<file path="config.mk">
export PLATFORM = sky130hd
export DESIGN_NAME = shs_staircase
export DESIGN_NICKNAME = d
export VERILOG_FILES = /design/src/rtl/shs_pkg.sv /design/src/rtl/shs_angle_table.sv /design/src/rtl/shs_phase_ctrl.sv /design/src/rtl/shs_level_map.sv /design/src/rtl/shs_staircase.sv
export SDC_FILE = /design/constraint.sdc
export NUM_CORES = 1
export LEC_CHECK = 0
export ABC_AREA = 0
export BUFFER_PORTS_ARGS = -buffer_cell sky130_fd_sc_hd__buf_2
export CAP_MARGIN = 20
export CORE_ASPECT_RATIO = 1.5
export CORE_MARGIN = 5
export CORE_UTILIZATION = 61
export CTS_BUF_LIST = sky130_fd_sc_hd__clkbuf_16
export CTS_CLUSTER_DIAMETER = 60
export DETAILED_ROUTE_END_ITERATION = 10
export PLACE_DENSITY = 0.87
export SKIP_CTS_REPAIR_TIMING = 1
export SYNTH_ARGS = -nofsm -noshare
export SYNTH_HDL_FRONTEND = slang
export SYNTH_SLANG_ARGS = --single-unit
</file>
<file path="constraint.sdc">
create_clock -name clk -period 7 [get_ports clk]
set_input_delay 0.7 -clock clk [delete_from_list [all_inputs] [get_ports clk]]
set_output_delay 0.7 -clock clk [all_outputs]
set_load 0.01 [all_outputs]
</file>
<file path="src/rtl/shs_pkg.sv">
package shs_pkg;
    typedef enum logic [0:0] {
        ST_IDLE = 1'b0,
        ST_RUN  = 1'b1
    } seq_state_e;
endpackage

</file>
<file path="src/rtl/shs_angle_table.sv">
module shs_angle_table #(
    parameter int PHASE_W = 16,
    parameter int NANG    = 3,
    parameter int NSEL    = 4,
    localparam int SEL_W   = $clog2(NSEL),
    localparam int AW      = PHASE_W - 1,
    localparam int QW      = PHASE_W - 2,
    localparam int QUARTER = 1 << QW
) (
    input  logic                 clk,
    input  logic                 rst_n,
    input  logic                 wr_en,
    input  logic [SEL_W-1:0]     wr_sel,
    input  logic [NANG*AW-1:0]   wr_angles,
    input  logic [SEL_W-1:0]     rd_sel,
    output logic [NANG*QW-1:0]   rd_angles,
    output logic                 wr_reject
);
    logic [NANG*QW-1:0] mem [NSEL];
    logic [NANG*QW-1:0] wr_pack;
    logic               entry_ok;
    logic [AW-1:0]      prev_ang;
    logic [AW-1:0]      cur_ang;

    // Validity: every angle below a quarter, strictly ascending.
    always_comb begin
        entry_ok = 1'b1;
        prev_ang = '0;
        cur_ang  = '0;
        wr_pack  = '0;
        for (int k = 0; k < NANG; k++) begin
            cur_ang = wr_angles[k*AW +: AW];
            if (cur_ang >= AW'(QUARTER)) begin
                entry_ok = 1'b0;
            end
            if ((k != 0) && (cur_ang <= prev_ang)) begin
                entry_ok = 1'b0;
            end
            prev_ang = cur_ang;
            wr_pack[k*QW +: QW] = cur_ang[QW-1:0];
        end
    end

    always_ff @(posedge clk) begin
        if (!rst_n) begin
            wr_reject <= 1'b0;
            for (int s = 0; s < NSEL; s++) begin
                for (int k = 0; k < NANG; k++) begin
                    mem[s][k*QW +: QW] <= QW'(((k + 1) * QUARTER) / (NANG + 1));
                end
            end
        end else begin
            wr_reject <= wr_en && !entry_ok;
            if (wr_en && entry_ok) begin
                mem[wr_sel] <= wr_pack;
            end
        end
    end

    assign rd_angles = mem[rd_sel];
endmodule

</file>
<file path="src/rtl/shs_phase_ctrl.sv">
module shs_phase_ctrl
    import shs_pkg::*;
#(
    parameter int PHASE_W  = 16,
    parameter int SEL_W    = 2,
    parameter int INC_INIT = 256
) (
    input  logic               clk,
    input  logic               rst_n,
    input  logic               run,
    input  logic               inc_we,
    input  logic [PHASE_W-1:0] inc_val,
    input  logic [SEL_W-1:0]   sel_in,
    output logic [PHASE_W-1:0] phase,
    output logic [SEL_W-1:0]   act_sel,
    output logic               running
);
    seq_state_e         state_q;
    seq_state_e         state_d;
    logic [PHASE_W-1:0] inc_q;
    logic [PHASE_W:0]   sum;

    assign sum = {1'b0, phase} + {1'b0, inc_q};

    // Next-state logic.
    always_comb begin
        state_d = state_q;
        unique case (state_q)
            ST_IDLE: if (run)  state_d = ST_RUN;   // START
            ST_RUN:  if (!run) state_d = ST_IDLE;  // STOP
            default: state_d = ST_IDLE;
        endcase
    end

    // State register.
    always_ff @(posedge clk) begin
        if (!rst_n) state_q <= ST_IDLE;
        else        state_q <= state_d;
    end

    // Datapath registers driven by state.
    always_ff @(posedge clk) begin
        if (!rst_n) begin
            phase   <= '0;
            act_sel <= '0;
            inc_q   <= PHASE_W'(INC_INIT);
        end else begin
            if (inc_we) inc_q <= inc_val;
            unique case (state_q)
                ST_IDLE: begin
                    phase <= '0;
                    if (run) act_sel <= sel_in;
                end
                ST_RUN: begin
                    if (!run) begin
                        phase <= '0;
                    end else begin
                        phase <= sum[PHASE_W-1:0];
                        if (sum[PHASE_W]) act_sel <= sel_in;
                    end
                end
                default: phase <= '0;
            endcase
        end
    end

    assign running = (state_q == ST_RUN);
endmodule

</file>
<file path="src/rtl/shs_level_map.sv">
module shs_level_map #(
    parameter int PHASE_W = 16,
    parameter int NANG    = 3,
    parameter int LVL_W   = 3,
    localparam int QW      = PHASE_W - 2,
    localparam int QUARTER = 1 << QW
) (
    input  logic [PHASE_W-1:0]      phase,
    input  logic [NANG*QW-1:0]      angles,
    output logic signed [LVL_W-1:0] level_d
);
    logic [1:0]              quad;
    logic [QW-1:0]           qpos;
    logic [QW:0]             fold;
    logic signed [LVL_W-1:0] cnt;

    assign quad = phase[PHASE_W-1:PHASE_W-2];
    assign qpos = phase[QW-1:0];
    // Second and fourth quarters are mirrored about the peak.
    assign fold = quad[0] ? ((QW+1)'(QUARTER) - {1'b0, qpos}) : {1'b0, qpos};

    always_comb begin
        cnt = '0;
        for (int k = 0; k < NANG; k++) begin
            if (fold >= {1'b0, angles[k*QW +: QW]}) cnt = cnt + LVL_W'(1);
        end
        level_d = quad[1] ? -cnt : cnt;
    end
endmodule

</file>
<file path="src/rtl/shs_staircase.sv">
module shs_staircase #(
    parameter int LEVELS   = 7,
    parameter int PHASE_W  = 16,
    parameter int NSEL     = 4,
    parameter int INC_INIT = 256,
    localparam int NANG  = (LEVELS - 1) / 2,
    localparam int SEL_W = $clog2(NSEL),
    localparam int AW    = PHASE_W - 1,
    localparam int QW    = PHASE_W - 2,
    localparam int LVL_W = $clog2(NANG + 1) + 1
) (
    input  logic                    clk,
    input  logic                    rst_n,
    input  logic                    run,
    input  logic                    inc_we,
    input  logic [PHASE_W-1:0]      inc_val,
    input  logic [SEL_W-1:0]        sel_in,
    input  logic                    wr_en,
    input  logic [SEL_W-1:0]        wr_sel,
    input  logic [NANG*AW-1:0]      wr_angles,
    output logic                    wr_reject,
    output logic signed [LVL_W-1:0] level
);
    logic [PHASE_W-1:0]      phase;
    logic [SEL_W-1:0]        act_sel;
    logic                    running;
    logic [NANG*QW-1:0]      angles;
    logic signed [LVL_W-1:0] level_d;

    shs_phase_ctrl #(
        .PHASE_W (PHASE_W),
        .SEL_W   (SEL_W),
        .INC_INIT(INC_INIT)
    ) u_ctrl (
        .clk    (clk),
        .rst_n  (rst_n),
        .run    (run),
        .inc_we (inc_we),
        .inc_val(inc_val),
        .sel_in (sel_in),
        .phase  (phase),
        .act_sel(act_sel),
        .running(running)
    );

    shs_angle_table #(
        .PHASE_W(PHASE_W),
        .NANG   (NANG),
        .NSEL   (NSEL)
    ) u_table (
        .clk      (clk),
        .rst_n    (rst_n),
        .wr_en    (wr_en),
        .wr_sel   (wr_sel),
        .wr_angles(wr_angles),
        .rd_sel   (act_sel),
        .rd_angles(angles),
        .wr_reject(wr_reject)
    );

    shs_level_map #(
        .PHASE_W(PHASE_W),
        .NANG   (NANG),
        .LVL_W  (LVL_W)
    ) u_map (
        .phase  (phase),
        .angles (angles),
        .level_d(level_d)
    );

    always_ff @(posedge clk) begin
        if (!rst_n)       level <= '0;
        else if (running) level <= level_d;
        else              level <= '0;
    end
endmodule

</file>
## Yosys cells after proc, flatten, opt, wreduce, memory -nomap -nowiden

Memories as Yosys holds them, arrays and structs flattened. A register that Yosys moved wholly into a read port is not among the register bits.
Index checks and enable logic that the tools add are counted.

- Output and inout bits: 4
- Input bits: 70
- RAM bits: 168
- Memories: 1
- Register bits: 39

- Mux-type cells: 26
- Eq/ne operators: 3
- Bitwise operators: 1
- Add/subtract/negate cells: 5
- Order comparisons: 8
- Reductions and logical operators: 6

Memory list:

| name | words | bits a word | read ports | clocked after Yosys merged registers in | wr ports | line | source |
|---|---|---|---|---|---|---|---|
| u_table.mem | 4 | 42 | 1 | 1 | 4 | shs_angle_table.sv:19 | `logic [NANG*QW-1:0] mem [NSEL];` |

Operators with widths:

| cell | count |
|---|---|
| 15-bit by 14-bit >= comparator with 1-bit output | 3 |
| 15-bit >= comparator, second input constant | 3 |
| 42-bit two-way mux | 1 |
| 42-bit OR reduction | 1 |
| 16-bit one-hot mux with 2 select lines | 1 |
| 15-bit less-or-equal comparator | 2 |
| 16-bit by 16-bit adder with 17-bit output | 1 |
| 16-bit two-way mux | 1 |
| 15-bit two-way mux | 1 |
| 15-bit by 14-bit subtractor with 15-bit output, first input constant | 1 |
| 1-bit two-way mux | 12 |
| 2-bit two-way mux | 6 |
| 3-bit two-way mux | 3 |
| 2-bit inequality test, second input constant | 3 |
| 2-bit one-hot mux with 2 select lines | 1 |
| 3-bit by 2-bit adder with 3-bit output, second input constant | 1 |
| 3-bit negation | 1 |
| 3-bit AND reduction | 1 |
| 1-bit by 1-bit adder with 2-bit output, second input constant | 1 |
| 1-bit logical AND | 2 |
| 2-bit AND reduction | 1 |
| 1-bit zero test | 1 |
| 1-bit inverter | 1 |

## Logic depth before layout (Yosys ltp)

Gate-level depths: netlist of run 1.

- Depth after elaboration: 12
- Depth in mapped cells: 19
- Depth with buffers taken out: 18

## Hierarchy

From an unflattened synthesis of run 1, not the netlist that was laid out.

- Cell total of the unflattened synthesis: 1004
- Area total of the unflattened synthesis: 12836.1 um2

By module, submodules not included:

| module | area each (um2) | sequential area each (um2) | times used | cells each |
|---|---|---|---|---|
| shs_angle_table | 9301.4 | 5064.9 | 1 | 580 |
| shs_phase_ctrl | 2000.7 | 700.7 | 1 | 224 |
| shs_level_map | 1455.1 | 0.0 | 1 | 194 |
| shs_staircase | 78.8 | 60.1 | 1 | 6 |

## Worst setup path after synthesis of run 1

No wires, ideal clock.

- Path type: input-to-reg
- From: input port wr_angles[16]
- To: memory u_table.mem[0][0] in the netlist's numbering (enable)
- Arrival time: 4.878 ns
- Buffers on the path: 0
- Data required time: 6.500 ns
- Library setup time: 0.500 ns
- Stages on the path: 9
- Setup slack: 1.623 ns
- Cells stage by stage: inv_1 -> ha_1 -> nor2b_1 -> o21a_1 -> o21ai_0 -> a211o_1 -> a21oi_1 -> o221ai_1 -> o21ai_0

RTL lines:

| what | line | source |
|---|---|---|
| start: declaration | shs_staircase.sv:20 | `input logic [NANG*AW-1:0] wr_angles,` |
| end: declaration | shs_angle_table.sv:19 |  |

## Worst setup path after layout of run 1

- From: register u_ctrl.phase[0]
- To: register level[2]

- Word-level cells in the longest chain between the ends: 10

Ends and longest elaborated chain:

| what | line | source |
|---|---|---|
| start: declaration | shs_phase_ctrl.sv:14 | `output logic [PHASE_W-1:0] phase,` |
| start signal: assignment | shs_phase_ctrl.sv:58 | `phase <= sum[PHASE_W-1:0];` |
| 15-bit by 14-bit subtractor with 15-bit output | shs_level_map.sv:20 | `assign fold = quad[0] ? ((QW+1)'(QUARTER) - {1'b0, qpos}) : {1'b0, qpos};` |
| 15-bit two-way mux (*) | shs_level_map.sv:20 |  |
| 15-bit by 14-bit >= comparator with 1-bit output | shs_level_map.sv:25 | `if (fold >= {1'b0, angles[k*QW +: QW]}) cnt = cnt + LVL_W'(1);` |
| 1-bit two-way mux | shs_level_map.sv:25 |  |
| 1-bit by 1-bit adder with 2-bit output | shs_level_map.sv:25 |  |
| 3-bit two-way mux | shs_level_map.sv:25 |  |
| 3-bit by 2-bit adder with 3-bit output | shs_level_map.sv:25 |  |
| 3-bit two-way mux (*) | shs_level_map.sv:25 |  |
| 3-bit negation | shs_level_map.sv:27 | `level_d = quad[1] ? -cnt : cnt;` |
| 3-bit two-way mux (*) | shs_level_map.sv:27 |  |
| end signal: assignment | shs_staircase.sv:73 | `else if (running) level <= level_d;` |
| end: declaration | shs_staircase.sv:22 | `output logic signed [LVL_W-1:0] level` |

Every way passes the cells marked *; elsewhere a longest branch is shown, timed or not.
A chain may end at the register's enable or synchronous reset.

==> impl_results.html, run 1 <==
<table>
<tr><th>Metric</th><th>Value</th></tr>
<tr><th colspan="2">Outcome</th></tr>
<tr><td>Run status</td><td>finished clean</td></tr>
<tr><th colspan="2">Setup path</th></tr>
<tr><td>Sort of element at the end of the critical path</td><td>flip-flop</td></tr>
<tr><td>Startpoint types</td><td>flip-flop</td></tr>
<tr><td>R2R Path End</td><td>level[2]</td></tr>
<tr><td>Worst-case register-to-register setup slack</td><td>2.35 ns</td></tr>
<tr><td>Critical Path RT</td><td>7.43 ns</td></tr>
<tr><td>Number of cells traversed by the worst register-to-register path</td><td>18</td></tr>
<tr><td>Worst reg2reg startpoint</td><td>u_ctrl.phase[0]</td></tr>
<tr><td>Worst Path Max Fanout</td><td>5</td></tr>
<tr><td>Arrival time reported for the critical path endpoint</td><td>5.08 ns</td></tr>
<tr><td>Beginning of the critical path</td><td>u_ctrl.phase[0]</td></tr>
<tr><td>Category of the most critical setup path</td><td>flip-flop to flip-flop</td></tr>
<tr><th colspan="2">Logic synthesis</th></tr>
<tr><td>Mux cell area share after synthesis</td><td>0.0989</td></tr>
<tr><td>Compound-gate portion of the synthesized area</td><td>0.0742</td></tr>
<tr><td>Adder and majority gate portion of the synthesized area</td><td>0.0922</td></tr>
<tr><td>Net count after synthesis</td><td>1113</td></tr>
<tr><td>Number of register bits inferred by synthesis</td><td>209</td></tr>
<tr><td>Cell types with the largest area share after synthesis</td><td>sky130_fd_sc_hd__edfxtp_1, sky130_fd_sc_hd__ha_1, sky130_fd_sc_hd__and3_1</td></tr>
<tr><td>Total of warnings raised by yosys</td><td>0</td></tr>
<tr><td>Number of distinct library cell variants in the gate-level netlist after synthesis</td><td>61</td></tr>
<tr><td>Top FF cell, synth</td><td>sky130_fd_sc_hd__edfxtp_1</td></tr>
<tr><td>Average cell area after synthesis</td><td>12.0 sq um</td></tr>
<tr><td>Number of enable flip-flop cells after synthesis</td><td>168</td></tr>
<tr><td>Fraction of post-synthesis cell area in the top cell type by area</td><td>0.439</td></tr>
<tr><td>Basic-gate share of the synthesized area counting and, or, nand and nor cells</td><td>0.169</td></tr>
<tr><td>Asr flop ratio synth</td><td>0</td></tr>
<tr><td>Largest family of logic cells by synthesized area</td><td>simple AND/OR/NAND/NOR gates</td></tr>
<tr><td>Sequential fraction of the synthesis area</td><td>0.511</td></tr>
<tr><td>Share of the synthesized netlist area taken by xor and xnor gates</td><td>0.0130</td></tr>
<tr><td>Cells after Synth</td><td>959</td></tr>
<tr><td>Cell area after synthesis</td><td>11500 sq um</td></tr>
<tr><td>Largest area contributor in the synthesized netlist</td><td>sky130_fd_sc_hd__edfxtp_1</td></tr>
<tr><th colspan="2">Timing</th></tr>
<tr><td>Max-slew violation count</td><td>0</td></tr>
<tr><td>Final Cycle Share</td><td>0.665</td></tr>
<tr><td>Hold violation total from the final report</td><td>0</td></tr>
<tr><td>Timing-limited maximum frequency</td><td>215 MHz</td></tr>
<tr><td>RSZ-0062 raised after global routing</td><td>false</td></tr>
<tr><td>Post-route minimum period</td><td>4.65 ns</td></tr>
<tr><td>Endpoints failing setup</td><td>0</td></tr>
<tr><td>Final worst setup slack</td><td>2.35 ns</td></tr>
<tr><td>Setup TNS</td><td>0 ns</td></tr>
<tr><td>Hold slack</td><td>0.440 ns</td></tr>
<tr><td>Worst-case clock skew</td><td>0.0211 ns</td></tr>
<tr><td>Slew margin rel.</td><td>0.316</td></tr>
<tr><td>Slew of the pin with the lowest slew margin</td><td>1.02 ns</td></tr>
<tr><th colspan="2">Detailed routing</th></tr>
<tr><td>Routed met3 length</td><td>1800 microns</td></tr>
<tr><td>Met1 Routed Length</td><td>9920 microns</td></tr>
<tr><td>Post-detailed-route DRC marker count</td><td>0</td></tr>
<tr><td>Iteration count of the initial detailed-routing pass</td><td>5</td></tr>
<tr><td>Remaining antenna violation count after routing</td><td>0</td></tr>
<tr><td>Total number of vias</td><td>8139</td></tr>
<tr><td>Met2 WL</td><td>14400 microns</td></tr>
<tr><td>Total detailed-routing wirelength</td><td>27500 microns</td></tr>
<tr><td>Vias per std cell</td><td>6.35</td></tr>
<tr><td>Violation count after the first detailed-route iteration</td><td>854</td></tr>
<tr><td>Routed wire per std cell</td><td>21.4 microns</td></tr>
<tr><td>Top routing layer used</td><td>met4</td></tr>
<tr><th colspan="2">Min path</th></tr>
<tr><td>Worst hold path endpoint</td><td>u_ctrl.running</td></tr>
<tr><td>Min-delay worst type</td><td>primary input to flip-flop</td></tr>
<tr><td>Hold path startpoint</td><td>run</td></tr>
<tr><td>Cells on Worst Hold Path</td><td>2</td></tr>
<tr><th colspan="2">Floorplanning</th></tr>
<tr><td>Die footprint</td><td>21700 sq um</td></tr>
<tr><td>Height of the die</td><td>178 microns</td></tr>
<tr><td>Placeable core region</td><td>18500 sq um</td></tr>
<tr><td>Ports placed on the boundary</td><td>74</td></tr>
<tr><td>DIE WIDTH</td><td>122 microns</td></tr>
<tr><td>Initial core utilization</td><td>0.619</td></tr>
<tr><td>Standard-cell rows</td><td>61</td></tr>
<tr><th colspan="2">Placement</th></tr>
<tr><td>Number of buffers inserted by port buffering</td><td>73</td></tr>
<tr><td>Final HPWL from detailed placement</td><td>18200 microns</td></tr>
<tr><td>Placement Setup Slack</td><td>2.34 ns</td></tr>
<tr><td>Weighted congestion at the end of routability-driven global placement</td><td>0.870</td></tr>
<tr><td>Placed cells</td><td>1245</td></tr>
<tr><th colspan="2">Clock tree</th></tr>
<tr><td>Maximum buffer depth of the clock tree</td><td>3</td></tr>
<tr><td>CTS H-Tree Depth</td><td>1</td></tr>
<tr><td>Clock buffers created by TritonCTS</td><td>21</td></tr>
<tr><td>Clock latency at the later pin of the worst-skew pair</td><td>0.50 ns</td></tr>
<tr><td>Worst-path clk slew</td><td>0.07 ns</td></tr>
<tr><td>Clk sink count</td><td>209</td></tr>
<tr><td>TritonCTS clock tree</td><td>done</td></tr>
<tr><td>Master cell of the clock root buffer</td><td>sky130_fd_sc_hd__clkbuf_16</td></tr>
<tr><th colspan="2">Layout</th></tr>
<tr><td>Commonest non-fill, non-tap cell in the layout</td><td>sky130_fd_sc_hd__edfxtp_1</td></tr>
<tr><td>Layout Area Growth over Synthesis</td><td>11.4%</td></tr>
<tr><td>Nets@finish</td><td>1170</td></tr>
<tr><td>Most frequent cells in the layout</td><td>sky130_fd_sc_hd__edfxtp_1, sky130_fd_sc_hd__and3_1, sky130_fd_sc_hd__ha_1</td></tr>
<tr><td>Share of layout cells above drive strength 1</td><td>0.171</td></tr>
<tr><td>Final instance count without filler cells</td><td>1282</td></tr>
<tr><td>Number of diodes added for antenna fixing</td><td>0</td></tr>
<tr><th colspan="2">Pwr</th></tr>
<tr><td>Maximum resistive drop on vdd</td><td>0.202 mV</td></tr>
<tr><td>PD cells</td><td>219 nW/um^2</td></tr>
<tr><td>Total power</td><td>0.00281 W</td></tr>
<tr><td>Leakage power total</td><td>5.69 nW</td></tr>
<tr><th colspan="2">GRT</th></tr>
<tr><td>All-Layer GR Usage</td><td>0.258</td></tr>
<tr><td>Global-route wire length before repair</td><td>43300 microns</td></tr>
<tr><td>Vias in the first global route</td><td>8251</td></tr>
<tr><td>Initial antenna violation count</td><td>0</td></tr>
<tr><td>Largest net degree at the start of global routing</td><td>97</td></tr>
<tr><td>GRT Residual Overflow</td><td>0</td></tr>
<tr><th colspan="2">Run</th></tr>
<tr><td>Count of maximum capacitance violations</td><td>0</td></tr>
</table>
## cells in the mapped netlist, types with 3 or more instances
| cell type | count |
|---|---|
| sky130_fd_sc_hd__or3_1 | 7 |
| sky130_fd_sc_hd__mux4_2 | 42 |
| sky130_fd_sc_hd__a21oi_1 | 22 |
| sky130_fd_sc_hd__xnor2_1 | 14 |
| sky130_fd_sc_hd__nor2b_1 | 25 |
| sky130_fd_sc_hd__ha_1 | 83 |
| sky130_fd_sc_hd__o21a_1 | 11 |
| sky130_fd_sc_hd__o211ai_1 | 4 |
| sky130_fd_sc_hd__o21ai_0 | 32 |
| sky130_fd_sc_hd__nand3b_1 | 10 |
| sky130_fd_sc_hd__o21bai_1 | 4 |
| sky130_fd_sc_hd__nand4_1 | 8 |
| sky130_fd_sc_hd__xor2_1 | 3 |
| sky130_fd_sc_hd__nand3_1 | 24 |
| sky130_fd_sc_hd__nand2b_1 | 10 |
| sky130_fd_sc_hd__buf_2 | 4 |
| sky130_fd_sc_hd__inv_1 | 77 |
| sky130_fd_sc_hd__nor3b_1 | 3 |
| sky130_fd_sc_hd__clkbuf_1 | 44 |
| sky130_fd_sc_hd__and3_1 | 155 |
| sky130_fd_sc_hd__and2_1 | 4 |
| sky130_fd_sc_hd__a31oi_1 | 7 |
| sky130_fd_sc_hd__edfxtp_1 | 168 |
| sky130_fd_sc_hd__nor2_1 | 35 |
| sky130_fd_sc_hd__mux2i_1 | 19 |
| sky130_fd_sc_hd__nor3_1 | 13 |
| sky130_fd_sc_hd__o31ai_1 | 5 |
| sky130_fd_sc_hd__nand2_1 | 26 |
| sky130_fd_sc_hd__nor4_1 | 3 |
| sky130_fd_sc_hd__a211oi_1 | 5 |
| sky130_fd_sc_hd__dfxtp_1 | 41 |
| sky130_fd_sc_hd__a21o_1 | 15 |
## worst max-delay path by stage
stage                   endpoint  cells after the start  slack [ns]
6_report                level[2]                     18        2.35
5_1_grt                 level[2]                     16        1.99
4_1_cts                 level[2]                     18        2.35
3_5_place_dp            level[2]                     18        2.34
3_3_place_gp            level[2]                     18        2.46
2_1_floorplan  u_table.mem[0][0]                      9        1.62
## per-stage QoR
| stage | cell area [sq um] | util |
|---|---|---|
| 5_1_grt | 12800 | 0.690 |
| 2_1_floorplan | 11500 | - |
| 4_1_cts | 12800 | 0.690 |
| 3_3_place_gp | 12100 | 0.654 |
| 6_report | 12800 | 0.690 |
| 3_5_place_dp | 12100 | 0.654 |
## kinds of logic after synthesis
logic type	after synthesis
buffers and inverters	127
muxes	61
DFF	209
and+or+nand+nor	334
xor gates and xnor gates	17
adders and majority gates	84
AOI/OAI and AO/OA	127
## worst max-delay path, stage by stage (launching register included)
cell and delay [ns]:
sky130_fd_sc_hd__dfxtp_1 0.34, sky130_fd_sc_hd__inv_1 0.16, sky130_fd_sc_hd__ha_1 0.25, sky130_fd_sc_hd__or4b_4 0.52, sky130_fd_sc_hd__o21ai_0 0.23, sky130_fd_sc_hd__xnor2_1 0.17
sky130_fd_sc_hd__ha_1 0.24, sky130_fd_sc_hd__a2111o_1 0.38, sky130_fd_sc_hd__a31oi_1 0.16, sky130_fd_sc_hd__o21a_1 0.14, sky130_fd_sc_hd__o21ai_0 0.11, sky130_fd_sc_hd__a221oi_1 0.39
sky130_fd_sc_hd__o21a_1 0.19, sky130_fd_sc_hd__ha_1 0.24, sky130_fd_sc_hd__a21boi_0 0.15, sky130_fd_sc_hd__or2_1 0.26, sky130_fd_sc_hd__ha_1 0.20, sky130_fd_sc_hd__or3_1 0.36
sky130_fd_sc_hd__mux2i_1 0.12
## where the power goes
group | leakage [nW] | internal (W) | total (W) | switching (W)
combinational | 3.41 | 0.000124 | 0.000297 | 0.000173
sequential | 1.94 | 0.00140 | 0.00143 | 0.0000284
clock | 0.331 | 0.000599 | 0.00108 | 0.000484
total | 5.69 | 0.00212 | 0.00281 | 0.000685
## metal layers
layer,vias to the layer above,GRT usage
met3,82,0.0384
li1,3737,-
met5,-,0
met1,3942,0.309
met4,0,0.115
met2,378,0.457
## final cells by class
| class | instances | area, sq um |
|---|---|---|
| Fill cell | 1304 | 5750 |
| Timing Repair Buffer | 84 | 448 |
| Clock inverter | 16 | 139 |
| Tap cell | 252 | 315 |
| Sequential cell | 209 | 5870 |
| Multi-Input combinational cell | 623 | 5210 |
| Clock buffer | 21 | 526 |
| Inverter | 77 | 289 |
## flip-flops by register name, indices dropped and copies added (netlist names), named ones only
register	count
u_ctrl.phase	16
u_table.mem	168
u_table.wr_reject	1
u_ctrl.running	1
u_ctrl.inc_q	16
u_ctrl.act_sel	2
level	3
No activity file was read; power rests on OpenSTA's default activity.
==> inputs of run 2 (changes only) <==
==> constraint.sdc (replaced) <==
create_clock -name clk -period 4.4 [get_ports clk]
set_input_delay 0.44 -clock clk [delete_from_list [all_inputs] [get_ports clk]]
set_output_delay 0.44 -clock clk [all_outputs]
set_load 0.01 [all_outputs]
==> impl_results.html, run 2 (synthesized netlist as in run 1, its figures left out) <==
<table>
<tr><th>Metric</th><th>Value</th></tr>
<tr><th colspan="2">Outcome</th></tr>
<tr><td>Run status</td><td>finished clean</td></tr>
<tr><th colspan="2">Detailed routing</th></tr>
<tr><td>Remaining antenna violation count after routing</td><td>0</td></tr>
<tr><td>Routed wire per std cell</td><td>21.3 microns</td></tr>
<tr><td>Violation count after the first detailed-route iteration</td><td>893</td></tr>
<tr><td>Post-detailed-route DRC marker count</td><td>0</td></tr>
<tr><td>Iteration count of the initial detailed-routing pass</td><td>5</td></tr>
<tr><td>Vias per std cell</td><td>6.30</td></tr>
<tr><td>Total detailed-routing wirelength</td><td>27700 microns</td></tr>
<tr><td>Total number of vias</td><td>8166</td></tr>
<tr><th colspan="2">Layout</th></tr>
<tr><td>Final instance count without filler cells</td><td>1297</td></tr>
<tr><td>Area taken by multi-input logic gates</td><td>5280 sq um</td></tr>
<tr><td>Layout Area Growth over Synthesis</td><td>13.5%</td></tr>
<tr><td>Fill cells</td><td>1235</td></tr>
<tr><td>Share of layout cells above drive strength 1</td><td>0.190</td></tr>
<tr><td>Commonest non-fill, non-tap cell in the layout</td><td>sky130_fd_sc_hd__edfxtp_1</td></tr>
<tr><td>Register with the highest flop count</td><td>u_table.mem</td></tr>
<tr><td>Number of diodes added for antenna fixing</td><td>0</td></tr>
<tr><td>Number of flip-flops under the largest register name</td><td>168</td></tr>
<tr><td>Most frequent cells in the layout</td><td>sky130_fd_sc_hd__edfxtp_1, sky130_fd_sc_hd__and3_1, sky130_fd_sc_hd__inv_1</td></tr>
<tr><td>Area taken by flip-flops and latches</td><td>5870 sq um</td></tr>
<tr><td>Largest regs</td><td>u_table.mem (168), u_ctrl.inc_q (16), u_ctrl.phase (16)</td></tr>
<tr><td>Post-route design area</td><td>13000 sq um</td></tr>
<tr><td>Nets@finish</td><td>1186</td></tr>
<tr><th colspan="2">Clock tree</th></tr>
<tr><td>CTS H-Tree Depth</td><td>1</td></tr>
<tr><td>Worst-path clk slew</td><td>0.06 ns</td></tr>
<tr><td>TritonCTS clock tree</td><td>done</td></tr>
<tr><td>Master cell of the clock root buffer</td><td>sky130_fd_sc_hd__clkbuf_16</td></tr>
<tr><td>Clock buffers created by TritonCTS</td><td>21</td></tr>
<tr><td>Maximum buffer depth of the clock tree</td><td>3</td></tr>
<tr><td>Clock latency at the later pin of the worst-skew pair</td><td>0.50 ns</td></tr>
<tr><td>Clk sink count</td><td>209</td></tr>
<tr><th colspan="2">Setup path</th></tr>
<tr><td>Arrival time reported for the critical path endpoint</td><td>4.50 ns</td></tr>
<tr><td>Crit-path slowest cell</td><td>sky130_fd_sc_hd__or4b_4</td></tr>
<tr><td>Category of the most critical setup path</td><td>flip-flop to flip-flop</td></tr>
<tr><td>Worst reg2reg startpoint</td><td>u_ctrl.phase[1]</td></tr>
<tr><td>Sort of element at the end of the critical path</td><td>flip-flop</td></tr>
<tr><td>Worst Path Max Fanout</td><td>4</td></tr>
<tr><td>Critical Path RT</td><td>4.81 ns</td></tr>
<tr><td>Biggest cell delay along the critical path</td><td>0.48 ns</td></tr>
<tr><td>Worst-path cell chain</td><td>inv_2 &gt; ha_2 &gt; or4b_4 &gt; o21ai_4 &gt; xnor2_2 &gt; ha_2 &gt; a2111o_1 &gt; a31oi_1 &gt; o21a_1 &gt; o21ai_2 &gt; a221oi_2 &gt; o21a_1 &gt; ha_4 &gt; a21boi_1 &gt; or2_1 &gt; ha_1 &gt; or3_1 &gt; mux2i_1</td></tr>
<tr><td>Startpoint types</td><td>flip-flop</td></tr>
<tr><td>Beginning of the critical path</td><td>u_ctrl.phase[1]</td></tr>
<tr><th colspan="2">Pwr</th></tr>
<tr><td>Leakage power total</td><td>5.81 nW</td></tr>
<tr><td>Maximum resistive drop on vdd</td><td>0.321 mV</td></tr>
<tr><td>PD cells</td><td>339 nW/um^2</td></tr>
<tr><th colspan="2">Timing</th></tr>
<tr><td>Post-route minimum period</td><td>4.09 ns</td></tr>
<tr><td>Endpoints failing setup</td><td>0</td></tr>
<tr><td>Slew of the pin with the lowest slew margin</td><td>1.03 ns</td></tr>
<tr><td>RSZ-0062 raised after global routing</td><td>false</td></tr>
<tr><td>Hold slack</td><td>0.173 ns</td></tr>
<tr><td>Worst-case clock skew</td><td>0.0185 ns</td></tr>
<tr><td>Final Cycle Share</td><td>0.929</td></tr>
<tr><td>Max-slew violation count</td><td>0</td></tr>
<tr><td>Timing-limited maximum frequency</td><td>245 MHz</td></tr>
<tr><td>Hold violation total from the final report</td><td>0</td></tr>
<tr><td>Slew margin rel.</td><td>0.313</td></tr>
<tr><th colspan="2">GRT</th></tr>
<tr><td>All-Layer GR Usage</td><td>0.261</td></tr>
<tr><td>Largest net degree at the start of global routing</td><td>125</td></tr>
<tr><td>GRT Residual Overflow</td><td>0</td></tr>
<tr><td>Initial antenna violation count</td><td>0</td></tr>
<tr><td>Global-route wire length before repair</td><td>43900 microns</td></tr>
<tr><td>Vias in the first global route</td><td>8394</td></tr>
<tr><th colspan="2">Floorplanning</th></tr>
<tr><td>Placeable core region</td><td>18500 sq um</td></tr>
<tr><td>Ports placed on the boundary</td><td>74</td></tr>
<tr><td>Die footprint</td><td>21700 sq um</td></tr>
<tr><td>Standard-cell rows</td><td>61</td></tr>
<tr><td>Height of the die</td><td>178 microns</td></tr>
<tr><td>DIE WIDTH</td><td>122 microns</td></tr>
<tr><td>Initial core utilization</td><td>0.619</td></tr>
<tr><th colspan="2">Placement</th></tr>
<tr><td>Area after detailed placement</td><td>12300 sq um</td></tr>
<tr><td>Final HPWL from detailed placement</td><td>18700 microns</td></tr>
<tr><td>Placed cells</td><td>1261</td></tr>
<tr><td>Weighted congestion at the end of routability-driven global placement</td><td>0.857</td></tr>
<tr><td>Number of buffers inserted by port buffering</td><td>73</td></tr>
<tr><th colspan="2">Run</th></tr>
<tr><td>Count of maximum capacitance violations</td><td>0</td></tr>
<tr><th colspan="2">Min path</th></tr>
<tr><td>Hold path startpoint</td><td>inc_val[8]</td></tr>
<tr><td>Min-delay worst type</td><td>primary input to flip-flop</td></tr>
</table>
-- run 2: per-layer routing --
metal  global-route usage  vias up  wire [microns]  part of all wire
met5                    0        -               0                 0
met4                0.130        0            1430             0.052
met3               0.0343       87            1900             0.069
met2                0.465      373           14500              0.52
met1                0.307     3941            9890              0.36
li1                     -     3765               -                 -
-- run 2: per-stage QoR --
stage | setup TNS (ns) | power [W] | worst slack (ns) | utilization
final | 0 | 0.00441 | 0.314 | 0.703
after global routing | 0 | 0.00456 | 0.0383 | 0.703
after CTS | -0.0242 | 0.00443 | -0.0242 | 0.699
after detailed placement | 0 | 0.00279 | 0.0454 | 0.665
after global placement | 0 | 0.00276 | 0.137 | 0.665
after floorplan | -120.49 | 0.00260 | -0.717 | -
-- run 2: layout make-up --
class / instances / share of cell area
multi-input cells: 623 / 0.405
flip-flops and latches: 209 / 0.450
well taps: 252 / 0.0242
repair buffers: 100 / 0.0499
clock inverters: 15 / 0.00807
clock buffers: 21 / 0.0403
inverters: 77 / 0.0222
-- run 2: worst paths after layout --
path                                        end  slack (ns)  depth (start not counted)
worst max-delay path                   level[2]        0.31                         18
worst min-delay path            u_ctrl.inc_q[8]        0.17                          3
worst max register to register         level[2]        0.31                         18
worst min register to register  u_ctrl.inc_q[8]        0.50                          2
-- run 2: worst max-delay path, delay by kind of cell (launching register included) --
kind                     cells  cell delay [ns]
flip-flops                   1             0.34
AND/OR/NAND/NOR              3             1.03
AO/OA/AOI/OAI                8             1.59
buffers and inverters        1             0.06
multiplexers                 1             0.12
adder cells (fa/ha/maj)      4             0.78
XOR/XNOR                     1             0.09
-- run 2: where the power goes --
part	total [W]	internal, W	switching [W]	leakage, nW
logic	0.000496	0.000213	0.000284	3.54
registers	0.00226	0.00222	0.0000373	1.94
clock network	0.00166	0.000928	0.000727	0.326
